===== src/rtl/rdr_pkg.sv =====
package rdr_pkg;
  localparam int WORD_W     = 32;
  localparam int NUM_WORDS  = 8;
  localparam int DESC_W     = WORD_W * NUM_WORDS;
  localparam int CODE_W     = 5;
  localparam int NUM_CODES  = 1 << CODE_W;
  localparam int FIXED_CODES = 7;
  localparam int RING_W     = 5;
  localparam int SEQ_W      = 12;
  localparam int QLO_W      = 32;
  localparam int QHI_W      = 8;
  localparam int QADDR_W    = QLO_W + QHI_W;

  // word 2 bit positions
  localparam int W2_SEQ_LSB = 8;
  localparam int W2_FRAG    = 20;
  localparam int W2_BAR     = 23;
  localparam int W2_PNOK    = 24;
  // word 5 bit positions
  localparam int W5_DEST_LSB = 22;
  localparam int W5_FLESS    = 27;

  typedef struct packed {
    logic [QADDR_W-1:0] qaddr;
    logic [SEQ_W-1:0]   seq;
    logic [RING_W-1:0]  ring;
    logic               reorder;
    logic               pn_check;
    logic               bar;
    logic               err;
  } route_t;

  // Bits a frameless descriptor may carry as nonzero, per word.
  function automatic logic [WORD_W-1:0] fless_keep(input int unsigned w);
    logic [WORD_W-1:0] m;
    m = '0;
    case (w)
      2: begin
        m = ((WORD_W'(1) << SEQ_W) - WORD_W'(1)) << W2_SEQ_LSB;
        m[W2_BAR] = 1'b1;
      end
      3, 4: m = '1;
      5: begin
        m = (WORD_W'(1) << QHI_W) - WORD_W'(1);
        m[W5_FLESS] = 1'b1;
      end
      default: m = '0;
    endcase
    return m;
  endfunction

  function automatic logic [WORD_W-1:0] word_of(input logic [DESC_W-1:0] d,
                                               input int unsigned w);
    return d[w*WORD_W +: WORD_W];
  endfunction
endpackage


===== src/rtl/rdr_field_decode.sv =====
module rdr_field_decode
  import rdr_pkg::*;
(
  input  logic [DESC_W-1:0]  desc,
  output logic [CODE_W-1:0]  dest_code,
  output logic               is_frag,
  output logic               pn_ok,
  output logic               is_bar,
  output logic               is_fless,
  output logic               fless_bad,
  output logic [SEQ_W-1:0]   seq,
  output logic [QADDR_W-1:0] qaddr
);
  logic [WORD_W-1:0]    w2, w4, w5;
  logic [NUM_WORDS-1:0] word_bad;

  assign w2 = word_of(desc, 2);
  assign w4 = word_of(desc, 4);
  assign w5 = word_of(desc, 5);

  assign dest_code = w5[W5_DEST_LSB +: CODE_W];
  assign is_fless  = w5[W5_FLESS];
  assign is_frag   = w2[W2_FRAG];
  assign pn_ok     = w2[W2_PNOK];
  assign is_bar    = w2[W2_BAR];
  assign seq       = w2[W2_SEQ_LSB +: SEQ_W];
  assign qaddr     = {w5[QHI_W-1:0], w4};

  for (genvar k = 0; k < NUM_WORDS; k++) begin : g_word
    assign word_bad[k] = |(desc[k*WORD_W +: WORD_W] & ~fless_keep(k));
  end

  assign fless_bad = |word_bad;
endmodule


===== src/rtl/rdr_remap_table.sv =====
module rdr_remap_table #(
  parameter int NUM_CODES   = 32,
  parameter int FIXED_CODES = 7,
  parameter int RING_W      = 5
) (
  input  logic                         clk,
  input  logic                         rst_n,
  input  logic                         wr_en,
  input  logic [$clog2(NUM_CODES)-1:0] wr_idx,
  input  logic [RING_W-1:0]            wr_val,
  input  logic [$clog2(NUM_CODES)-1:0] rd_code,
  output logic [RING_W-1:0]            rd_ring,
  output logic                         wr_taken
);
  localparam int CODE_W = $clog2(NUM_CODES);
  localparam logic [CODE_W-1:0] FIX_LIM = CODE_W'(FIXED_CODES);

  logic [NUM_CODES-1:0][RING_W-1:0] slot;

  assign wr_taken = wr_en && (wr_idx >= FIX_LIM);

  for (genvar g = 0; g < NUM_CODES; g++) begin : g_slot
    if (g < FIXED_CODES) begin : g_fixed
      assign slot[g] = RING_W'(g);
    end else begin : g_entry
      logic [RING_W-1:0] entry_q;
      always_ff @(posedge clk) begin
        if (!rst_n)                                   entry_q <= '0;
        else if (wr_taken && wr_idx == CODE_W'(g))    entry_q <= wr_val;
      end
      assign slot[g] = entry_q;
    end
  end

  assign rd_ring = slot[rd_code];

  // low-index writes leave the table untouched
  p_low_write_ignored_r4: assert property (@(posedge clk) disable iff (!rst_n)
    (wr_en && wr_idx < FIX_LIM) |=> $stable(slot));

  // a taken write lands in its entry
  p_remap_update_r4: assert property (@(posedge clk) disable iff (!rst_n)
    wr_taken |=> slot[$past(wr_idx)] == $past(wr_val));
endmodule


===== src/rtl/rdr_out_reg.sv =====
module rdr_out_reg
  import rdr_pkg::*;
(
  input  logic   clk,
  input  logic   rst_n,
  input  logic   in_valid,
  output logic   in_ready,
  input  route_t nxt,
  output logic   out_valid,
  input  logic   out_ready,
  output route_t q
);
  logic take;

  assign in_ready = !out_valid || out_ready;
  assign take     = in_valid && in_ready;

  always_ff @(posedge clk) begin
    if (!rst_n) begin
      out_valid <= 1'b0;
      q         <= '0;
    end else if (take) begin
      out_valid <= 1'b1;
      q         <= nxt;
    end else if (out_ready) begin
      out_valid <= 1'b0;
    end
  end

  // a stalled result holds still
  p_hold_stable_r10: assert property (@(posedge clk) disable iff (!rst_n)
    (out_valid && !out_ready) |=> (out_valid && $stable(q)));

  // an accepted descriptor is presented next cycle
  p_accept_loads_r1: assert property (@(posedge clk) disable iff (!rst_n)
    take |=> out_valid);
endmodule


===== src/rtl/rx_desc_router.sv =====
module rx_desc_router
  import rdr_pkg::*;
(
  input  logic                 clk,
  input  logic                 rst_n,
  input  logic                 in_valid,
  output logic                 in_ready,
  input  logic [DESC_W-1:0]    in_desc,
  input  logic                 cfg_we,
  input  logic                 cfg_frag,
  input  logic [CODE_W-1:0]    cfg_idx,
  input  logic [RING_W-1:0]    cfg_val,
  output logic                 out_valid,
  input  logic                 out_ready,
  output logic [QADDR_W-1:0]   out_qaddr,
  output logic [SEQ_W-1:0]     out_seq,
  output logic [RING_W-1:0]    out_ring,
  output logic                 out_reorder,
  output logic                 out_pn_check,
  output logic                 out_bar,
  output logic                 out_err,
  output logic                 fmt_err
);
  localparam logic [CODE_W-1:0] FIX_LIM = CODE_W'(FIXED_CODES);

  logic [CODE_W-1:0]  dest_code;
  logic               is_frag, pn_ok, is_bar, is_fless, fless_bad;
  logic [SEQ_W-1:0]   seq;
  logic [QADDR_W-1:0] qaddr;
  logic [RING_W-1:0]  remap_ring;
  logic               remap_taken;
  logic [RING_W-1:0]  frag_ring_q;
  logic               fmt_err_q;
  route_t             nxt, q;

  // named internal events
  logic accept, fl_reject, frag_path;

  rdr_field_decode u_decode (
    .desc      (in_desc),
    .dest_code (dest_code),
    .is_frag   (is_frag),
    .pn_ok     (pn_ok),
    .is_bar    (is_bar),
    .is_fless  (is_fless),
    .fless_bad (fless_bad),
    .seq       (seq),
    .qaddr     (qaddr)
  );

  rdr_remap_table #(
    .NUM_CODES   (NUM_CODES),
    .FIXED_CODES (FIXED_CODES),
    .RING_W      (RING_W)
  ) u_remap (
    .clk      (clk),
    .rst_n    (rst_n),
    .wr_en    (cfg_we && !cfg_frag),
    .wr_idx   (cfg_idx),
    .wr_val   (cfg_val),
    .rd_code  (dest_code),
    .rd_ring  (remap_ring),
    .wr_taken (remap_taken)
  );

  always_ff @(posedge clk) begin
    if (!rst_n)                 frag_ring_q <= '0;
    else if (cfg_we && cfg_frag) frag_ring_q <= cfg_val;
  end

  assign accept    = in_valid && in_ready;
  assign fl_reject = is_fless && fless_bad;
  assign frag_path = is_frag && !fl_reject;

  always_comb begin
    nxt.qaddr = qaddr;
    nxt.seq   = seq;
    nxt.bar   = is_bar;
    if (fl_reject) begin
      nxt.ring     = frag_ring_q;
      nxt.reorder  = 1'b0;
      nxt.pn_check = 1'b0;
      nxt.err      = 1'b1;
    end else if (frag_path) begin
      nxt.ring     = frag_ring_q;
      nxt.reorder  = 1'b0;
      nxt.pn_check = 1'b0;
      nxt.err      = 1'b0;
    end else begin
      nxt.ring     = remap_ring;
      nxt.reorder  = 1'b1;
      nxt.pn_check = pn_ok;
      nxt.err      = 1'b0;
    end
  end

  always_ff @(posedge clk) begin
    if (!rst_n)                  fmt_err_q <= 1'b0;
    else if (accept && fl_reject) fmt_err_q <= 1'b1;
  end

  rdr_out_reg u_out (
    .clk       (clk),
    .rst_n     (rst_n),
    .in_valid  (in_valid),
    .in_ready  (in_ready),
    .nxt       (nxt),
    .out_valid (out_valid),
    .out_ready (out_ready),
    .q         (q)
  );

  assign out_qaddr    = q.qaddr;
  assign out_seq      = q.seq;
  assign out_ring     = q.ring;
  assign out_reorder  = q.reorder;
  assign out_pn_check = q.pn_check;
  assign out_bar      = q.bar;
  assign out_err      = q.err;
  assign fmt_err      = fmt_err_q;

  // low codes route to themselves
  p_fixed_direct_r2: assert property (@(posedge clk) disable iff (!rst_n)
    (accept && !is_fless && !is_frag && dest_code < FIX_LIM)
      |=> (out_ring == $past(dest_code) && out_reorder));

  // fragments bypass reordering toward the fragment ring
  p_frag_bypass_r5: assert property (@(posedge clk) disable iff (!rst_n)
    (accept && frag_path)
      |=> (!out_reorder && !out_pn_check && out_ring == $past(frag_ring_q)));

  // no packet-number check without the valid flag
  p_pn_gate_r6: assert property (@(posedge clk) disable iff (!rst_n)
    (accept && !pn_ok) |=> !out_pn_check);

  // rejected frameless descriptors are marked and not reordered
  p_reject_route_r9: assert property (@(posedge clk) disable iff (!rst_n)
    (accept && fl_reject) |=> (out_err && !out_reorder && fmt_err));

  // the format-error flag never clears on its own
  p_sticky_r9: assert property (@(posedge clk) disable iff (!rst_n)
    fmt_err |=> fmt_err);
endmodule


===== config.mk =====
export PLATFORM = sky130hd
export DESIGN_NAME = rx_desc_router
export DESIGN_NICKNAME = d
export VERILOG_FILES = /design/src/rtl/rdr_pkg.sv /design/src/rtl/rdr_field_decode.sv /design/src/rtl/rdr_remap_table.sv /design/src/rtl/rdr_out_reg.sv /design/src/rtl/rx_desc_router.sv
export SDC_FILE = /design/constraint.sdc
export NUM_CORES = 1
export LEC_CHECK = 0
export BUFFER_PORTS_ARGS = -buffer_cell sky130_fd_sc_hd__buf_4
export CORE_MARGIN = 8
export CORE_UTILIZATION = 44
export DETAILED_ROUTE_END_ITERATION = 10
export PLACE_DENSITY = 0.88
export SYNTH_ARGS = -nofsm -noshare
export SYNTH_HDL_FRONTEND = slang
export SYNTH_SLANG_ARGS = --single-unit

===== constraint.sdc =====
create_clock -name clk -period 1.85 [get_ports clk]
set_input_delay 0.37 -clock clk [delete_from_list [all_inputs] [get_ports clk]]
set_output_delay 0.37 -clock clk [all_outputs]
set_load 0.03 [all_outputs]

==> Word-level counts from Yosys, hierarchy flattened <==
Index checks and enable logic that the tools add are counted.
{ "word_totals": {"word_cells": 107, "output_inout_bits": 64, "register_bits": 193, "in_bits": 272} }
{ "op_classes": {"n_reduce_logical": 38, "n_eq_ne": 25, "muxes": 7, "magnitude_cmp": 2} }
{ "ops": {"columns": ["cell", "n"], "rows": [
  ["170-bit OR reduction", 1],
  ["5-bit equality test (second input constant)", 16],
  ["5-bit by 4-bit equality test with 1-bit output (second input constant)", 8],
  ["1-bit logical AND", 32],
  ["5-bit binary-select mux with 5-bit select", 1],
  ["7-bit 2-to-1 mux", 2],
  ["5-bit by 6-bit less-than comparator with 1-bit output (second input constant)", 1],
  ["5-bit by 3-bit equality test with 1-bit output (second input constant)", 1],
  ["5-bit by 3-bit >= comparator with 1-bit output (second input constant)", 1],
  ["5-bit 2-to-1 mux", 1],
  ["1-bit logical NOT", 3],
  ["1-bit 2-to-1 mux", 3],
  ["2-bit nonzero test", 1],
  ["1-bit logical OR", 1]
]} }

==> Logic depth before layout (Yosys ltp) <==
{ "depth": {"ltp_word": 6, "depth_mapped": 9, "mapped_depth_nobuf": 6} }

==> Cells and area by module <==
Synthesis repeated with hierarchy kept, for this count alone.
{ "hier_totals": {"hier_cells": 1059, "hier_area_um2": 9925.8} }
{ "by_module_without_submodules": {"columns": ["mod", "n_inst", "area_per_inst_um2", "cells_per_inst", "seq_area_each_um2"], "rows": [
  ["rdr_remap_table", 1, 6204.7, 636, 2502.4],
  ["rdr_out_reg", 1, 2551.2, 270, 1241.2],
  ["rdr_field_decode", 1, 827.0, 119, 0.0],
  ["rx_desc_router", 1, 342.8, 34, 120.1]
]} }

==> Least setup slack after synthesis <==
No wires, ideal clock.
{ "synth_path": {"path_type": "input -> register", "start": "in in_desc[182]", "end": "reg u_out.q[7] (netlist name)", "path_buffers": 2, "required_ns": 1.715, "arrival_ns": 1.887, "slack_ns": -0.172, "setup_time_ns": 0.135, "cell_stages": 7, "cell_sequence": "buf_2 > buf_2 > mux4_2 > mux2i_1 > o21ai_0 > o2111ai_1 > o211ai_1"} }
{ "synth_between": {"elab_chain_len": 6, "elab_cells_between_ends": 8, "cone_classes": "mux: 4; reduce/logical: 4"} }
{ "synth_rtl": {"columns": ["element", "line_no", "rtl"], "rows": [
  ["from (decl)", "rx_desc_router.sv:8", "input logic [DESC_W-1:0] in_desc,"],
  ["170-bit OR reduction", "rdr_field_decode.sv:33", "assign fless_bad = |word_bad;"],
  ["1-bit logical AND", "rx_desc_router.sv:72", "assign fl_reject = is_fless && fless_bad;"],
  ["1-bit logical NOT", "rx_desc_router.sv:73", "assign frag_path = is_frag && !fl_reject;"],
  ["1-bit logical AND", "rx_desc_router.sv:73", null],
  ["7-bit 2-to-1 mux", "rx_desc_router.sv:84", "end else if (frag_path) begin"],
  ["7-bit 2-to-1 mux (*)", "rx_desc_router.sv:79", "if (fl_reject) begin"]
]} }
Mark *: on every way between the ends. The rest lies on a longest branch, timed or not. The select of a mux whose other input is x is not followed.
A chain may end at the register's enable or synchronous reset.

==> Worst setup path after layout <==
{ "layout_path": {"start": "in in_desc[194]", "end": "reg u_out.q[5] (netlist name)"} }
{ "layout_between": {"elab_chain_len": 6} }
{ "layout_rtl": {"columns": ["element", "line_no"], "rows": [
  ["170-bit OR reduction (*)", "rdr_field_decode.sv:33"],
  ["1-bit logical AND (*)", "rx_desc_router.sv:72"],
  ["1-bit logical NOT", "rx_desc_router.sv:73"],
  ["1-bit logical AND", "rx_desc_router.sv:73"],
  ["7-bit 2-to-1 mux", "rx_desc_router.sv:84"],
  ["7-bit 2-to-1 mux (*)", "rx_desc_router.sv:79"]
]} }
Mark *: on every way between the ends. The rest lies on a longest branch, timed or not.

==> results.yml <==
outcome:
  status: "finished, final reports clean"
routing:
  drtIter0Drc: 611
  viasPerCell: 5.63
  postRouteAntennaNets: 0
  vias: 8501
  drtPass1Iterations: 5
  wl_mm: 32.2
  wl_per_cell_um: 21.3
  drc_errors: 0
yosys:
  synth_mux_area_share_pct: 21.7
  synth-compound-area-share_pct: 8.04
  yosys.area_share.adder_pct: 0
  netlist_area_um2: 8470
  synth-seq-cells: 193
  syn_area_per_cell_um2: 9.05
  ys_warn_count: 0
  synth_top_family_by_area: "multiplexers"
  ys_types: 45
  syn_nets: 1208
  synthSimpleGateAreaFrac_pct: 20.9
  synth_xor_area_share_pct: 0
  seq_area_frac_synth_pct: 45.6
  synth_cells: 936
sta:
  report.final.slew_viol_count: 0
  worst_pin_slew_ns: 0.477
  skew_ns: 0.00874
  finalCritPeriodShare_pct: 99.8
  finalHoldViolCount: 0
  max_freq_mhz: 542
  setup_violations: 0
  layout_min_cycle_time_ns: 1.85
  worst_slack_ns: 0.00339
  rsz0062_at_grt: "yes"
  whs_ns: 0.166
  slew_headroom_pct: 68.2
  setup_tns_ns: 0
place:
  dpl_worst_slack_ns: -0.556
  gp_congestion: 0.984
  dpl.cell_count: 1476
  hpwl_mm: 24.2
  placed_cell_area_um2: 11400
  placement.io_buffers: 303
clock_tree:
  clk_pin_slew_ns: 0.07
  htreeDepth: 4
  cts_num_sinks: 193
  root_buffer: "clkbuf_16"
  cts_tree: "done"
  numCtsBuffers: 17
  clk-insertion-delay-late_ns: 0.44
  clk_path_buf_depth: 2
job:
  drv_cap: 0
layout:
  layout_common_cells: "buf_4, dfxtp_1, nand2_1"
  drive_gt1_share_pct: 37.2
  fin_nets: 1533
  finalNonFillerCells: 1510
  utilization_pct: 65.3
  final_common_cell: "buf_4"
  multi_input_area_um2: 4530
  postLayoutCellArea_um2: 12200
  seq_area_um2: 3860
  area_growth_syn_to_layout_pct: 44.7
  fill_cells: 1411
min_path:
  hold_class: "in -> reg"
  min_path_cells: 3
  worst_hold_startpoint: "in_desc[81]"
die:
  fp.dieH_um: 155
  start_util_pct: 45.1
  die_area_um2: 23900
  ioPinCount: 336
  die_w_um: 155
  num_rows: 50
  core_area_um2: 18800
worst_setup_path:
  crit_fanout: 4
  r2r_cells: 6
  arrival_ns: 2.22
  criticalPathCategory: "in -> reg"
  startpoint_type: "input pin"
  crit_start: "in_desc[194]"
  crit_slowest_cell: "or4_4"
  cp-end-kind: "flop"
  r2r_start: "u_remap.g_slot[22].g_entry.entry_q[1]$_SDFFE_PN0P_"
  path_common_cell: "nand4_1"
  critPathMaxStageDelay_ns: 0.56
  required_ns: 2.22
  crit_chain: "buf_4 -> nor4_4 -> nand4_1 -> or4_4 -> o31ai_4 -> buf_2 -> nand4_1 -> o211ai_1"
grt:
  grt_pass1_vias: 8421
  grt_pass1_wl_mm: 47.5
  antenna_found_initial: 2
  grt_max_degree: 79
  overflow: 0
  track_usage_pct: 25.6
power_and_ir_drop:
  leakagePower_nw: 5.21
  power_density_nw_per_um2: 781
  peakVddDrop_mv: 0.684
  finalPower_mw: 9.57
-- repair_timing --
action                                  in CTS  in global routing
gates resized for setup                      5                 28
pin swaps                                    0                 14
setup buffers                                0                  1
cloned                                       0                  1
endpoints found under the setup margin       9                  8
hold buffers                                 0                  0
endpoints found under the hold margin        0                  0
-- sequential cells by signal (all words and copies together), names as in the netlist --
| signal | flops |
|---|---|
| u_remap.g_slot.g_entry.entry_q | 125 |
| u_out.q | 61 |
| frag_ring_q | 5 |
| fmt_err | 1 |
| u_out.out_valid | 1 |
-- critical path: cells and delay by family --
family	cells	cell delay [ns]
buffers and inverters	2	0.32
AO/OA/AOI/OAI	2	0.42
AND/OR/NAND/NOR	4	1.11
-- final timing paths --
path	endpoint	slack, ns
setup / recovery	u_out.q[5]$_SDFFE_PN0P_	0.003
hold / removal	u_out.q[18]$_SDFFE_PN0P_	0.17
setup reg to reg	u_out.q[5]$_SDFFE_PN0P_	0.17
hold reg to reg	u_remap.g_slot[16].g_entry.entry_q[0]$_SDFFE_PN0P_	0.45
-- routing by layer --
layer / global-route usage (%) / vias up / routed length, µm
met3: 6.60 / 92 / 2450
li1: - / 3938 / -
met2: 45.4 / 402 / 16500
met5: 0 / - / 0
met4: 14.9 / 0 / 1680
met1: 27.0 / 4069 / 11600
-- kinds of logic (layout without fill, tap and decap cells) --
logic type | Yosys count | after routing
compound gates | 116 | 116
mux | 159 | 159
other cells | 0 | 2
simple gates | 391 | 391
buf+inv | 77 | 415
flops | 193 | 193
-- Yosys cell counts (all sizes together) --
master	count	area, µm²
inv	4	15.0
or2	3	18.8
o31a	1	8.76
o31ai	1	21.3
nor2	133	502
a21oi	76	380
o2111ai	2	17.5
nand2b	5	31.3
nand2	143	537
or3	2	12.5
clkinv	1	3.75
o221ai	6	52.6
dfxtp	193	3860
nand3b	2	15.0
or4	2	18.8
nor4	42	263
clkbuf	57	214
a31oi	4	25.0
nor3	3	30.0
and3b	1	8.76
o22ai	3	18.8
mux2i	135	1350
o21ai	10	50.1
o311a	1	10.0
a221oi	2	17.5
and2	4	25.0
a22oi	2	15.0
mux4	19	428
o211ai	5	37.5
nand4	11	68.8
buf	15	87.6
a311oi	1	8.76
o21a	1	7.51
a221o	1	10.0
mux2	5	56.3
nor3b	2	37.5
nand3	33	165
or3b	1	8.76
nor2b	4	25.0
-- area by class of cell --
cell class                 count  area share (%)
multi-input combinational    666            37.0
sequential                   193            31.5
timing repair buffer         378            23.8
clock buffer                  18            3.59
tap                          234            2.39
clock inverter                14            1.47
inverter                       5           0.174
antenna                        2          0.0409
-- report_power, final --
group	switching, mW	total [mW]	leakage, nW	internal, mW
sequential	0.0516	4.30	1.57	4.25
combinational	0.763	1.43	3.35	0.667
clock	1.65	3.84	0.297	2.18
(Power assumes the default switching activity.)
